[src/rtl/xcvr_mode_pkg.sv]
// Shared types for the transceiver mode controller.
package xcvr_mode_pkg;

    // Operating state of the transceiver
    typedef enum logic [1:0] {
        MODE_FAILSAFE = 2'd0,
        MODE_NORMAL   = 2'd1,
        MODE_SLEEP    = 2'd2
    } mode_e;

endpackage

[src/rtl/xcvr_sync.sv]
// Multi-stage synchroniser for one asynchronous pin level.
// Assumes: the pin changes slowly compared with clk.
module xcvr_sync #(
    parameter int   STAGES  = 2,
    parameter logic RST_VAL = 1'b0
) (
    input  logic clk,
    input  logic rst_n,
    input  logic din,
    output logic dout
);
    logic [STAGES-1:0] shreg;

    // Shift the pin level through the flop chain
    always_ff @(posedge clk) begin
        if (!rst_n) shreg <= {STAGES{RST_VAL}};
        else        shreg <= {shreg[STAGES-2:0], din};
    end

    assign dout = shreg[STAGES-1];
endmodule

[src/rtl/xcvr_en_filter.sv]
// Debounce filter for the synchronised enable level. A change is
// accepted once the new level has been seen on RISE_US (rising) or
// FALL_US (falling) consecutive microsecond ticks. It outputs the
// filtered level and one-cycle edge pulses.
// Assumes: din is already synchronised and us_tick is one cycle wide.
module xcvr_en_filter #(
    parameter int RISE_US = 4,
    parameter int FALL_US = 10
) (
    input  logic clk,
    input  logic rst_n,
    input  logic us_tick,
    input  logic din,
    output logic lvl,
    output logic rise,
    output logic fall
);
    localparam int MAX_US = (RISE_US > FALL_US) ? RISE_US : FALL_US;
    localparam int CW     = $clog2(MAX_US + 1);
    localparam logic [CW-1:0] RISE_LAST = CW'(RISE_US - 1);
    localparam logic [CW-1:0] FALL_LAST = CW'(FALL_US - 1);

    logic [CW-1:0] cnt;
    logic [CW-1:0] last;

    // Pick the hold limit for the direction now pending
    always_comb last = din ? RISE_LAST : FALL_LAST;

    // Count ticks while the input differs from the accepted level
    always_ff @(posedge clk) begin
        if (!rst_n) begin
            lvl  <= 1'b0;
            cnt  <= '0;
            rise <= 1'b0;
            fall <= 1'b0;
        end else begin
            rise <= 1'b0;
            fall <= 1'b0;
            if (din == lvl) begin
                cnt <= '0;
            end else if (us_tick) begin
                if (cnt == last) begin
                    lvl  <= din;
                    cnt  <= '0;
                    rise <= din;
                    fall <= ~din;
                end else begin
                    cnt <= cnt + 1'b1;
                end
            end
        end
    end
endmodule

[src/rtl/xcvr_mode_fsm.sv]
// Three-state mode machine with the wake-request and wake-source flags,
// and the output decode for each state.
// Assumes: enable inputs come from the debounce filter, txd_s is
// synchronised, and wake pulses are one cycle wide.
module xcvr_mode_fsm
    import xcvr_mode_pkg::*;
(
    input  logic clk,
    input  logic rst_n,
    input  logic en_lvl,
    input  logic en_fall,
    input  logic txd_s,
    input  logic supply_ok,
    input  logic bus_wake,
    input  logic local_wake,
    output logic inh_on,
    output logic term_on,
    output logic tx_path_en,
    output logic rx_ovr_en,
    output logic rx_ovr_lvl,
    output logic txd_strong_pd
);
    mode_e mode;
    logic  wake_req;
    logic  src_local;

    // State transitions
    always_ff @(posedge clk) begin
        if (!rst_n) begin
            mode <= MODE_FAILSAFE;
        end else begin
            unique case (mode)
                MODE_FAILSAFE: begin
                    if (en_lvl && supply_ok) mode <= MODE_NORMAL;
                    else if (en_fall)        mode <= MODE_SLEEP;
                end
                MODE_NORMAL: begin
                    if (!supply_ok)           mode <= MODE_FAILSAFE;
                    else if (en_fall && txd_s) mode <= MODE_SLEEP;
                end
                MODE_SLEEP: begin
                    if (bus_wake || local_wake) mode <= MODE_FAILSAFE;
                end
                default: mode <= MODE_FAILSAFE;
            endcase
        end
    end

    // Wake request and wake source flags; enable high clears both
    always_ff @(posedge clk) begin
        if (!rst_n) begin
            wake_req  <= 1'b0;
            src_local <= 1'b0;
        end else if (en_lvl) begin
            wake_req  <= 1'b0;
            src_local <= 1'b0;
        end else if (mode == MODE_SLEEP && (bus_wake || local_wake)) begin
            wake_req  <= 1'b1;
            src_local <= local_wake;
        end
    end

    // Decode the pin controls from the state and the flags
    always_comb begin
        inh_on        = (mode == MODE_NORMAL) || (mode == MODE_FAILSAFE && supply_ok);
        term_on       = (mode != MODE_SLEEP);
        tx_path_en    = (mode == MODE_NORMAL);
        rx_ovr_en     = (mode != MODE_NORMAL);
        rx_ovr_lvl    = !(wake_req && mode == MODE_FAILSAFE);
        txd_strong_pd = src_local && (mode == MODE_FAILSAFE);
    end
endmodule

[src/rtl/xcvr_mode_ctrl.sv]
// Top of the transceiver mode controller: synchronises the enable and
// transmit pins, debounces enable, and runs the mode machine.
// Assumes: rst_n is released once the supply first passes the
// power-up threshold; us_tick is a one-cycle pulse each microsecond.
module xcvr_mode_ctrl #(
    parameter int SYNC_STAGES = 2,
    parameter int RISE_US     = 4,
    parameter int FALL_US     = 10
) (
    input  logic clk,
    input  logic rst_n,
    input  logic us_tick,
    input  logic en_pin,
    input  logic txd_pin,
    input  logic supply_ok,
    input  logic bus_wake,
    input  logic local_wake,
    output logic inh_on,
    output logic term_on,
    output logic tx_path_en,
    output logic rx_ovr_en,
    output logic rx_ovr_lvl,
    output logic txd_strong_pd
);
    logic en_s, txd_s;
    logic en_lvl, en_rise, en_fall;

    xcvr_sync #(.STAGES(SYNC_STAGES), .RST_VAL(1'b0)) u_en_sync (
        .clk(clk), .rst_n(rst_n), .din(en_pin), .dout(en_s)
    );

    xcvr_sync #(.STAGES(SYNC_STAGES), .RST_VAL(1'b0)) u_txd_sync (
        .clk(clk), .rst_n(rst_n), .din(txd_pin), .dout(txd_s)
    );

    xcvr_en_filter #(.RISE_US(RISE_US), .FALL_US(FALL_US)) u_en_filt (
        .clk(clk), .rst_n(rst_n), .us_tick(us_tick), .din(en_s),
        .lvl(en_lvl), .rise(en_rise), .fall(en_fall)
    );

    xcvr_mode_fsm u_fsm (
        .clk(clk), .rst_n(rst_n), .en_lvl(en_lvl), .en_fall(en_fall),
        .txd_s(txd_s), .supply_ok(supply_ok), .bus_wake(bus_wake),
        .local_wake(local_wake), .inh_on(inh_on), .term_on(term_on),
        .tx_path_en(tx_path_en), .rx_ovr_en(rx_ovr_en),
        .rx_ovr_lvl(rx_ovr_lvl), .txd_strong_pd(txd_strong_pd)
    );

    logic unused_rise;
    assign unused_rise = en_rise;
endmodule

[config.mk]
export PLATFORM = sky130hd
export DESIGN_NAME = xcvr_mode_ctrl
export DESIGN_NICKNAME = d
export VERILOG_FILES = /design/src/rtl/xcvr_mode_pkg.sv /design/src/rtl/xcvr_sync.sv /design/src/rtl/xcvr_en_filter.sv /design/src/rtl/xcvr_mode_fsm.sv /design/src/rtl/xcvr_mode_ctrl.sv
export SDC_FILE = /design/constraint.sdc
export NUM_CORES = 1
export LEC_CHECK = 0
export ABC_AREA = 1
export CAP_MARGIN = 10
export CORE_MARGIN = 2
export CORE_UTILIZATION = 35
export CTS_BUF_LIST = sky130_fd_sc_hd__clkbuf_2
export CTS_CLUSTER_DIAMETER = 40
export DETAILED_ROUTE_END_ITERATION = 6
export DONT_BUFFER_PORTS = 1
export PLACE_DENSITY = 0.54
export SLEW_MARGIN = 10
export SYNTH_ARGS = -nofsm -noshare
export SYNTH_HDL_FRONTEND = slang
export SYNTH_SLANG_ARGS = --single-unit
[constraint.sdc]
create_clock -name clk -period 1.27 [get_ports clk]
set_input_delay 0.1905 -clock clk [delete_from_list [all_inputs] [get_ports clk]]
set_output_delay 0.1905 -clock clk [all_outputs]
set_load 0.01 [all_outputs]
==> summary.txt, run 1 <==
Logic synthesis
  • Post-Syn Instances: 90
  • Post-synth EDFFs: 0
  • Avg Cell Area, Syn: 7.16 um2
  • Seq cells post-synth: 14
  • Yosys warnings: 0
  • Post-synthesis cell type count: 21
  • Primary FF master, synth: dfxtp_1
  • Synth async-reset ratio: 0%
  • Syn nets: 99
  • Area of the mapped netlist: 644 um2
  • Sequential share of the synthesized area: 43.5%

CTS
  • CTS tree: yes
  • Worst skew pair latency: 280 ps
  • Clock Sinks: 14
  • Clk buf depth: 2
  • Root Driver: clkbuf_2
  • Clk slew on worst S/H paths: 130 ps
  • Setup bufs post-CTS: 0
  • Clock buffer count from CTS: 3
  • H-tree Lvls: 1

Power
  • Pleak: 0.348 nW
  • PwrDens: 1040 mW/mm2
  • Worst vdd ir: 0.565 mV

Layout
  • Area occupied by registers: 285 um2
  • Layout area overhead: 14.0%
  • Multi-input logic area: 305 um2
  • # diodes: 0
  • Fill cell count: 197
  • Layout cell share with drive strength beyond 1: 21.9%
  • NumNets Final: 106
  • Utilization after layout: 42.5%

Placement
  • Port Buffers: 0
  • DP HPWL: 800 um
  • Final Wtd Congestion: 0.705

Global route
  • Vias in the first global route: 454
  • Global route total overflow: 0
  • Initial antenna violation count: 0
  • First-pass GRT wire length: 1.79 mm
  • Pin count of the biggest net entering global routing: 9
  • GRT Overall Usage: 12.0%

Timing
  • Min Tclk post-route: 1160 ps
  • Endpoints failing setup: 0
  • Maximum clock rate: 863 MHz
  • Pins Over Slew Limit: 0
  • Max_slew headroom: 84.0%
  • Unrepaired setup endpoints after global routing: false
  • Worst clock skew: 2.95 ps
  • Sum Neg Setup Slack: 0 ps
  • Final Hold Viols: 0
  • Actual slew at the worst max-slew pin: 239 ps
  • Final Cycle Share: 91.3%

Setup path
  • Critical-path maximum fanout: 5
  • Capture point of the worst path: inh_on
  • Required @ worst endpoint: 1080 ps
  • Reg2Reg Depth: 4
  • Startpoint Class: register
  • Critical path arrival: 970 ps
  • Worst setup EP type: primary output
  • RR Endpoint: u_en_filt.cnt[1]
  • Crit Path Category: reg -> out
  • Reg-to-reg slack, setup: 220 ps
  • RR Startpoint: u_en_filt.cnt[1]
  • Worst Setup SP: u_fsm.mode[1]

Routing
  • 1st-pass router iterations: 4
  • Routed length per instance: 8.93 um
  • Vias per cell: 4.36
  • DR vias: 527
  • Final WL: 1.08 mm
  • First-iteration detailed-routing DRC count: 6
  • DRC: 0
  • Post-DRT Antenna Nets: 0

Floorplanning
  • Core footprint: 0.00173 mm2
  • Die X: 46.9 um
  • IO Count: 14
  • Die ar.: 0.00220 mm2
  • Num rows: 15
  • Height of the die: 46.9 um
  • Initial Utilization: 37.3%

Job
  • Max-cap violations: 0

Hold path
  • Min-delay worst type: in -> reg
  • Hold Path Cell Cnt: 2

Outcome
  • Status: complete, no violations
## state kept, by name, summed over array words and instances (netlist names)
| name | cells |
|---|---|
| u_en_filt.cnt | 4 |
| u_en_filt.fall | 1 |
| u_en_filt.lvl | 1 |
| u_en_sync.shreg | 2 |
| u_fsm.mode | 2 |
| u_fsm.src_local | 1 |
| u_fsm.wake_req | 1 |
| u_txd_sync.shreg | 2 |
## where the power goes
part	leakage, nW	internal [mW]	switching (mW)
logic	0.218	0.0346	0.0522
registers	0.115	0.456	0.0127
clock network	0.0140	0.0683	0.142
total	0.348	0.559	0.207
## final cells by class
type	instances	share of cell area (%)
multi-input combinational	58	41.6
sequential	14	38.8
inverter	17	8.69
tap	25	4.26
timing repair buffer	3	4.09
clock buffer	3	2.04
clock inverter	1	0.511
## worst max-delay path: stages, from the launching register on
cell	delay (ps)
dfxtp_4	390
inv_2	90
nand2_2	100
nand2_2	100
## cell families after synthesis
| logic type | Yosys count | share of synthesized area, % |
|---|---|---|
| xor+xnor | 2 | 2.72 |
| fa+ha+maj | 1 | 1.94 |
| simple gates | 46 | 32.6 |
| flops | 14 | 43.5 |
| compound gates | 9 | 8.54 |
| buf+inv | 18 | 10.7 |
## how the worst min path moves through the flow
stage | startpoint | to | slack (ps)
detailed placement | rst_n | u_txd_sync.shreg[0] | 290
CTS | rst_n | u_fsm.mode[1] | 40
finish | rst_n | u_fsm.mode[1] | 40
floorplan | en_pin | u_en_sync.shreg[0] | 290
global route | local_wake | u_fsm.src_local | 30
global placement | rst_n | u_en_sync.shreg[1] | 290
## metrics by stage
step	cell area [um2]	instances	setup WS [ps]	hold slack, ps	power, mW
after global routing	734	121	34.2	29.6	0.821
after CTS	722	121	20.6	37.3	0.776
after detailed placement	671	114	236	290	0.553
after floorplan	644	90	304	288	0.545
after global placement	671	114	272	286	0.552
final	734	121	111	43.1	0.766
## cell usage after synthesis (2+ instances only)
master    n  area [um2]
a21oi_1   4        20.0
dfxtp_1  14         280
nand4_1   2        12.5
nand2_2   2        12.5
a21oi_2   2        17.5
nor2_1    7        26.3
inv_1    13        48.8
nor3b_1   2        15.0
nand2_1  25        93.8
nand3_1   2        10.0
nor2_2    3        18.8
inv_2     4        15.0
xor2_1    2        17.5
## layout by cell type, fill, tap and decap left out, types with 2 or more instances in the layout
cell,instances
nor2_1,7
inv_1,12
nand2_1,23
nand3_1,2
dlygate4sd3_1,3
nor2_2,3
xor2_1,2
clkbuf_2,3
a21oi_2,2
a21oi_1,4
nand4_1,2
nand2_2,4
dfxtp_1,12
inv_2,5
## layer usage
metal  vias to the layer above  wire [um]  track usage, %
li1                        288          -               -
met1                       221        504            13.3
met2                        16        480            19.7
met3                         2         80            6.92
met4                         0         14            3.33
met5                         -          0               0
## repair_timing
action	4_1_cts	5_1_grt
pin swaps	0	0
gates resized for setup	2	5
hold buffers	3	0
endpoints found under the setup margin	3	3
endpoints found under the hold margin	6	0
Note: power is estimated with default switching activity, not from simulation.
==> run 2, diff against run 1 <==
--- a/config.mk
+++ b/config.mk
@@ -7,13 +7,15 @@
 export LEC_CHECK = 0
 export ABC_AREA = 1
 export CAP_MARGIN = 10
+export CELL_PAD_IN_SITES_DETAIL_PLACEMENT = 1
+export CELL_PAD_IN_SITES_GLOBAL_PLACEMENT = 1
 export CORE_MARGIN = 2
 export CORE_UTILIZATION = 35
 export CTS_BUF_LIST = sky130_fd_sc_hd__clkbuf_2
-export CTS_CLUSTER_DIAMETER = 40
+export CTS_CLUSTER_DIAMETER = 200
 export DETAILED_ROUTE_END_ITERATION = 6
 export DONT_BUFFER_PORTS = 1
-export PLACE_DENSITY = 0.54
+export PLACE_DENSITY = 0.69
 export SLEW_MARGIN = 10
 export SYNTH_ARGS = -nofsm -noshare
 export SYNTH_HDL_FRONTEND = slang
==> constraint.sdc (replaced) <==
create_clock -name clk -period 1.27 [get_ports clk]
set_input_delay 0.127 -clock clk [delete_from_list [all_inputs] [get_ports clk]]
set_output_delay 0.127 -clock clk [all_outputs]
set_load 0.01 [all_outputs]
==> summary.txt, run 2 (synthesis results as in run 1) <==
CTS
  • CTS tree: yes
  • Clk buf depth: 2
  • Clock Sinks: 14
  • Worst skew pair latency: 270 ps
  • H-tree Lvls: 1
  • Clk slew on worst S/H paths: 130 ps
  • Clock buffer count from CTS: 3
  • Root Driver: clkbuf_2

Setup path
  • Crit-path cells: nor3b_1
  • Required @ worst endpoint: 1140 ps
  • Reg2Reg Depth: 4
  • Startpoint Class: register
  • RR Startpoint: u_en_filt.cnt[0]
  • Critical-path maximum fanout: 5
  • Worst setup EP type: primary output
  • Worst path max stage delay: 370 ps
  • Crit Path Category: reg -> out
  • CP max stage cell: dfxtp_2
  • Top cell family by delay on the critical path: flip-flops
  • Critical path arrival: 1010 ps
  • RR Endpoint: u_en_filt.cnt[1]
  • WP buf/inv: 0
  • CP Depth: 1
  • Reg-to-reg slack, setup: 240 ps

Layout
  • Non-Filler Instances: 122
  • Layout cell share with drive strength beyond 1: 17.5%
  • Layout area overhead: 13.6%
  • Register name with the most flops: u_en_filt.cnt
  • NumNets Final: 107
  • Commonest non-fill, non-tap cells in the layout: nand2_1, inv_1, dfxtp_1
  • Most common cell after layout, fill and taps aside: nand2_1
  • Max FFs per register: 4
  • Utilization after layout: 42.4%
  • # diodes: 0

Global route
  • Pin count of the biggest net entering global routing: 9
  • Global route total overflow: 0
  • Initial antenna violation count: 0
  • First-pass GRT wire length: 1.97 mm
  • GRT Overall Usage: 13.4%
  • Vias in the first global route: 500

Floorplanning
  • Core footprint: 0.00173 mm2
  • Die X: 46.9 um
  • Height of the die: 46.9 um
  • Initial Utilization: 37.3%
  • Die ar.: 0.00220 mm2
  • Num rows: 15
  • IO Count: 14

Timing
  • Maximum clock rate: 877 MHz
  • Max_slew headroom: 73.9%
  • Post-route setup slack: 129 ps
  • Endpoints failing setup: 0
  • Unrepaired setup endpoints after global routing: false
  • Pins Over Slew Limit: 0
  • Actual slew at the worst max-slew pin: 390 ps
  • Worst clock skew: 7.36 ps
  • Sum Neg Setup Slack: 0 ps
  • Min Tclk post-route: 1140 ps
  • Final Cycle Share: 89.8%
  • Final Hold Viols: 0

Routing
  • Routed length per instance: 10.1 um
  • Post-DRT Antenna Nets: 0
  • M1 WL: 605 um
  • DRC: 0
  • Highest Signal Layer: met4
  • Vias per cell: 4.57
  • Met3 WL: 73 um
  • First-iteration detailed-routing DRC count: 4
  • 1st-pass router iterations: 4
  • Final WL: 1.23 mm
  • Met2 WL post-DR: 533 um
  • DR vias: 558

Power
  • Power Total: 765 uW
  • PwrDens: 1040 mW/mm2
  • Pleak: 0.349 nW
  • Worst vdd ir: 0.482 mV

Hold path
  • Min-delay worst type: in -> reg
  • Hold Path Origin: rst_n
  • Hold Path Cell Cnt: 2
  • Hold path endpoint: u_fsm.src_local

Placement
  • Pre-CTS WS: 260 ps
  • Dpl cells: 114
  • DP HPWL: 956 um
  • Final Wtd Congestion: 0.731
  • Port Buffers: 0

Outcome
  • Status: complete, no violations

Job
  • Max-cap violations: 0
==> run 2: changes by cell type in the layout (fill, tap and decap cells not counted), sizes merged <==
cell and change:
dlygate4sd3 +1
==> run 2: final cells by class <==
class	instances	area [um2]
Multi-Input combinational cell	58	295
Timing Repair Buffer	4	40.0
Sequential cell	14	283
Tap cell	25	31.3
Clock buffer	3	15.0
Inverter	17	63.8
Fill cell	239	995
Clock inverter	1	3.75
==> run 2: routing by layer <==
metal,vias up,GRT usage [%]
li1,289,-
met1,248,15.9
met2,18,20.8
met3,3,4.62
met4,0,8.33
met5,-,0
==> run 2: worst max path at each step <==
stage                            end  slack [ps]        startpoint
global route                  inh_on          20     u_fsm.mode[1]
detailed placement  u_en_filt.cnt[1]         260  u_en_filt.cnt[1]
floorplan           u_en_filt.cnt[1]         300  u_en_filt.cnt[0]
finish                 txd_strong_pd         130     u_fsm.mode[1]
CTS                           inh_on          40     u_fsm.mode[1]
global placement    u_en_filt.cnt[1]         260  u_en_filt.cnt[1]
==> run 2: where the power goes <==
group	leakage [nW]	internal, mW	switching [mW]
clock network	0.0140	0.0684	0.139
logic	0.220	0.0350	0.0542
registers	0.115	0.456	0.0118
total	0.349	0.560	0.205
==> run 2: timing repair <==
item / 4_1_cts / 5_1_grt
setup buffers: 0 / 0
hold endpoints to repair: 8 / 0
hold buffers: 4 / 0
resized for setup: 0 / 2
setup endpoints to repair: 0 / 3
==> run 2: through the flow <==
stage / hold WS, ps / cell area [um2]
3_5_place_dp: 227 / 671
4_1_cts: 12.7 / 729
2_1_floorplan: 225 / 644
6_report: 15.5 / 732
5_1_grt: 6.50 / 732
3_3_place_gp: 223 / 671
==> run 3, diff against run 2 <==
--- a/config.mk
+++ b/config.mk
@@ -16,6 +16,7 @@
 export DETAILED_ROUTE_END_ITERATION = 6
 export DONT_BUFFER_PORTS = 1
 export PLACE_DENSITY = 0.69
+export RECOVER_POWER = 50
 export SLEW_MARGIN = 10
 export SYNTH_ARGS = -nofsm -noshare
 export SYNTH_HDL_FRONTEND = slang
==> summary.txt, run 3 (synthesis results as in run 1) <==
Routing
  • Met2 WL post-DR: 534 um
  • Final WL: 1.23 mm
  • Vias per cell: 4.61
  • 1st-pass router iterations: 4
  • First-iteration detailed-routing DRC count: 5
  • DRC: 0
  • M1 WL: 608 um
  • Routed length per instance: 10.1 um
  • Highest Signal Layer: met4
  • DR vias: 562
  • Post-DRT Antenna Nets: 0
  • Met3 WL: 72 um

Floorplanning
  • Initial Utilization: 37.3%
  • IO Count: 14
  • Num rows: 15
  • Height of the die: 46.9 um
  • Die ar.: 0.00220 mm2
  • Core footprint: 0.00173 mm2
  • Die X: 46.9 um

CTS
  • Clock buffer count from CTS: 3
  • Clk slew on worst S/H paths: 130 ps
  • Worst skew pair latency: 270 ps
  • Root Driver: clkbuf_2
  • Clock Sinks: 14
  • H-tree Lvls: 1
  • CTS tree: yes
  • Clk buf depth: 2

Timing
  • Worst clock skew: 7.57 ps
  • Max_slew headroom: 73.9%
  • Pins Over Slew Limit: 0
  • Actual slew at the worst max-slew pin: 390 ps
  • Sum Neg Setup Slack: 0 ps
  • Endpoints failing setup: 0
  • Min Tclk post-route: 1130 ps
  • Final Hold Viols: 0
  • Maximum clock rate: 882 MHz
  • Final Cycle Share: 89.3%
  • Unrepaired setup endpoints after global routing: false

Hold path
  • Hold Path Origin: rst_n
  • Hold path endpoint: u_fsm.src_local
  • Hold Path Cell Cnt: 2
  • Min-delay worst type: in -> reg

Global route
  • Initial antenna violation count: 0
  • Vias in the first global route: 500
  • First-pass GRT wire length: 1.97 mm
  • Pin count of the biggest net entering global routing: 9
  • GRT Overall Usage: 13.4%
  • Global route total overflow: 0

Setup path
  • Top cell family by delay on the critical path: flip-flops
  • CP max stage cell: dfxtp_2
  • WP buf/inv: 0
  • Critical-path maximum fanout: 5
  • Required @ worst endpoint: 1140 ps
  • Critical path arrival: 1010 ps
  • RR Endpoint: u_en_filt.cnt[2]
  • Crit Path Category: reg -> out
  • RR Startpoint: u_en_filt.cnt[0]
  • Worst setup EP type: primary output
  • Crit-path cells: nor3b_1
  • Startpoint Class: register
  • Reg-to-reg slack, setup: 230 ps
  • Worst path max stage delay: 370 ps
  • Reg2Reg Depth: 5

Layout
  • Cell area after layout: 727 um2
  • NumNets Final: 107
  • Layout area overhead: 12.8%
  • Max FFs per register: 4
  • # diodes: 0
  • Register name with the most flops: u_en_filt.cnt
  • Layout cell share with drive strength beyond 1: 13.4%
  • Commonest non-fill, non-tap cells in the layout: nand2_1, inv_1, dfxtp_1
  • Most common cell after layout, fill and taps aside: nand2_1
  • Fill cell count: 240

Job
  • Max-cap violations: 0

Power
  • Power Total: 762 uW
  • PwrDens: 1050 mW/mm2
  • Worst vdd ir: 0.482 mV
  • Pleak: 0.349 nW

Placement
  • DP HPWL: 956 um
  • Final Wtd Congestion: 0.731
  • Placed cell area: 671 um2
  • Port Buffers: 0

Outcome
  • Status: complete, no violations
[run 3: changes by cell type in the layout (fill, tap and decap cells not counted)]
| cell | previous run | this run |
|---|---|---|
| nor2_1 | 7 | 8 |
| inv_1 | 13 | 15 |
| inv_2 | 4 | 2 |
| nand2_1 | 25 | 26 |
| nand2_2 | 2 | 1 |
| nor2_2 | 3 | 2 |
[run 3: how the worst max path moves through the flow]
stage                     cells past startpoint  slack (ps)              from          endpoint
after floorplan                               4         300  u_en_filt.cnt[0]  u_en_filt.cnt[1]
after global placement                        4         260  u_en_filt.cnt[1]  u_en_filt.cnt[1]
after detailed placement                      4         260  u_en_filt.cnt[1]  u_en_filt.cnt[1]
after CTS                                     3          40     u_fsm.mode[1]            inh_on
after global routing                          3          20     u_fsm.mode[1]            inh_on
final                                         1         140     u_fsm.mode[1]     txd_strong_pd
[run 3: per-stage QoR]
step	setup WS (ps)	utilization [%]	hold slack [ps]	cells
global route	23.1	42.1	6.53	122
floorplan	304	-	225	90
finish	136	42.1	16.9	122
CTS	43.1	42.2	12.7	122
detailed placement	260	38.8	227	114
global placement	256	38.8	223	114
[run 3: report_power, final]
| group | internal (mW) | switching [mW] |
|---|---|---|
| clock | 0.0684 | 0.138 |
| combinational | 0.0341 | 0.0540 |
| sequential | 0.456 | 0.0111 |
[run 3: area by class of cell]
class	instances	area (um2)	share of cell area, %
Clock buffer	3	15.0	2.07
Inverter	17	63.8	8.78
Timing Repair Buffer	4	40.0	5.51
Tap cell	25	31.3	4.30
Multi-Input combinational cell	58	290	39.9
Clock inverter	1	3.75	0.516
Sequential cell	14	283	38.9
[run 3: per-layer routing]
layer | vias up | global-route usage [%]
met5 | - | 0
met4 | 0 | 8.33
met3 | 3 | 4.62
met2 | 18 | 20.8
met1 | 252 | 15.9
li1 | 289 | -
[run 3: what timing repair did]
item / 4_1_cts / 5_1_grt
resized for setup: 0 / 2
setup buffers: 0 / 0
hold buffers: 4 / 0
setup endpoints to repair: 0 / 3
endpoints found under the hold margin: 8 / 0
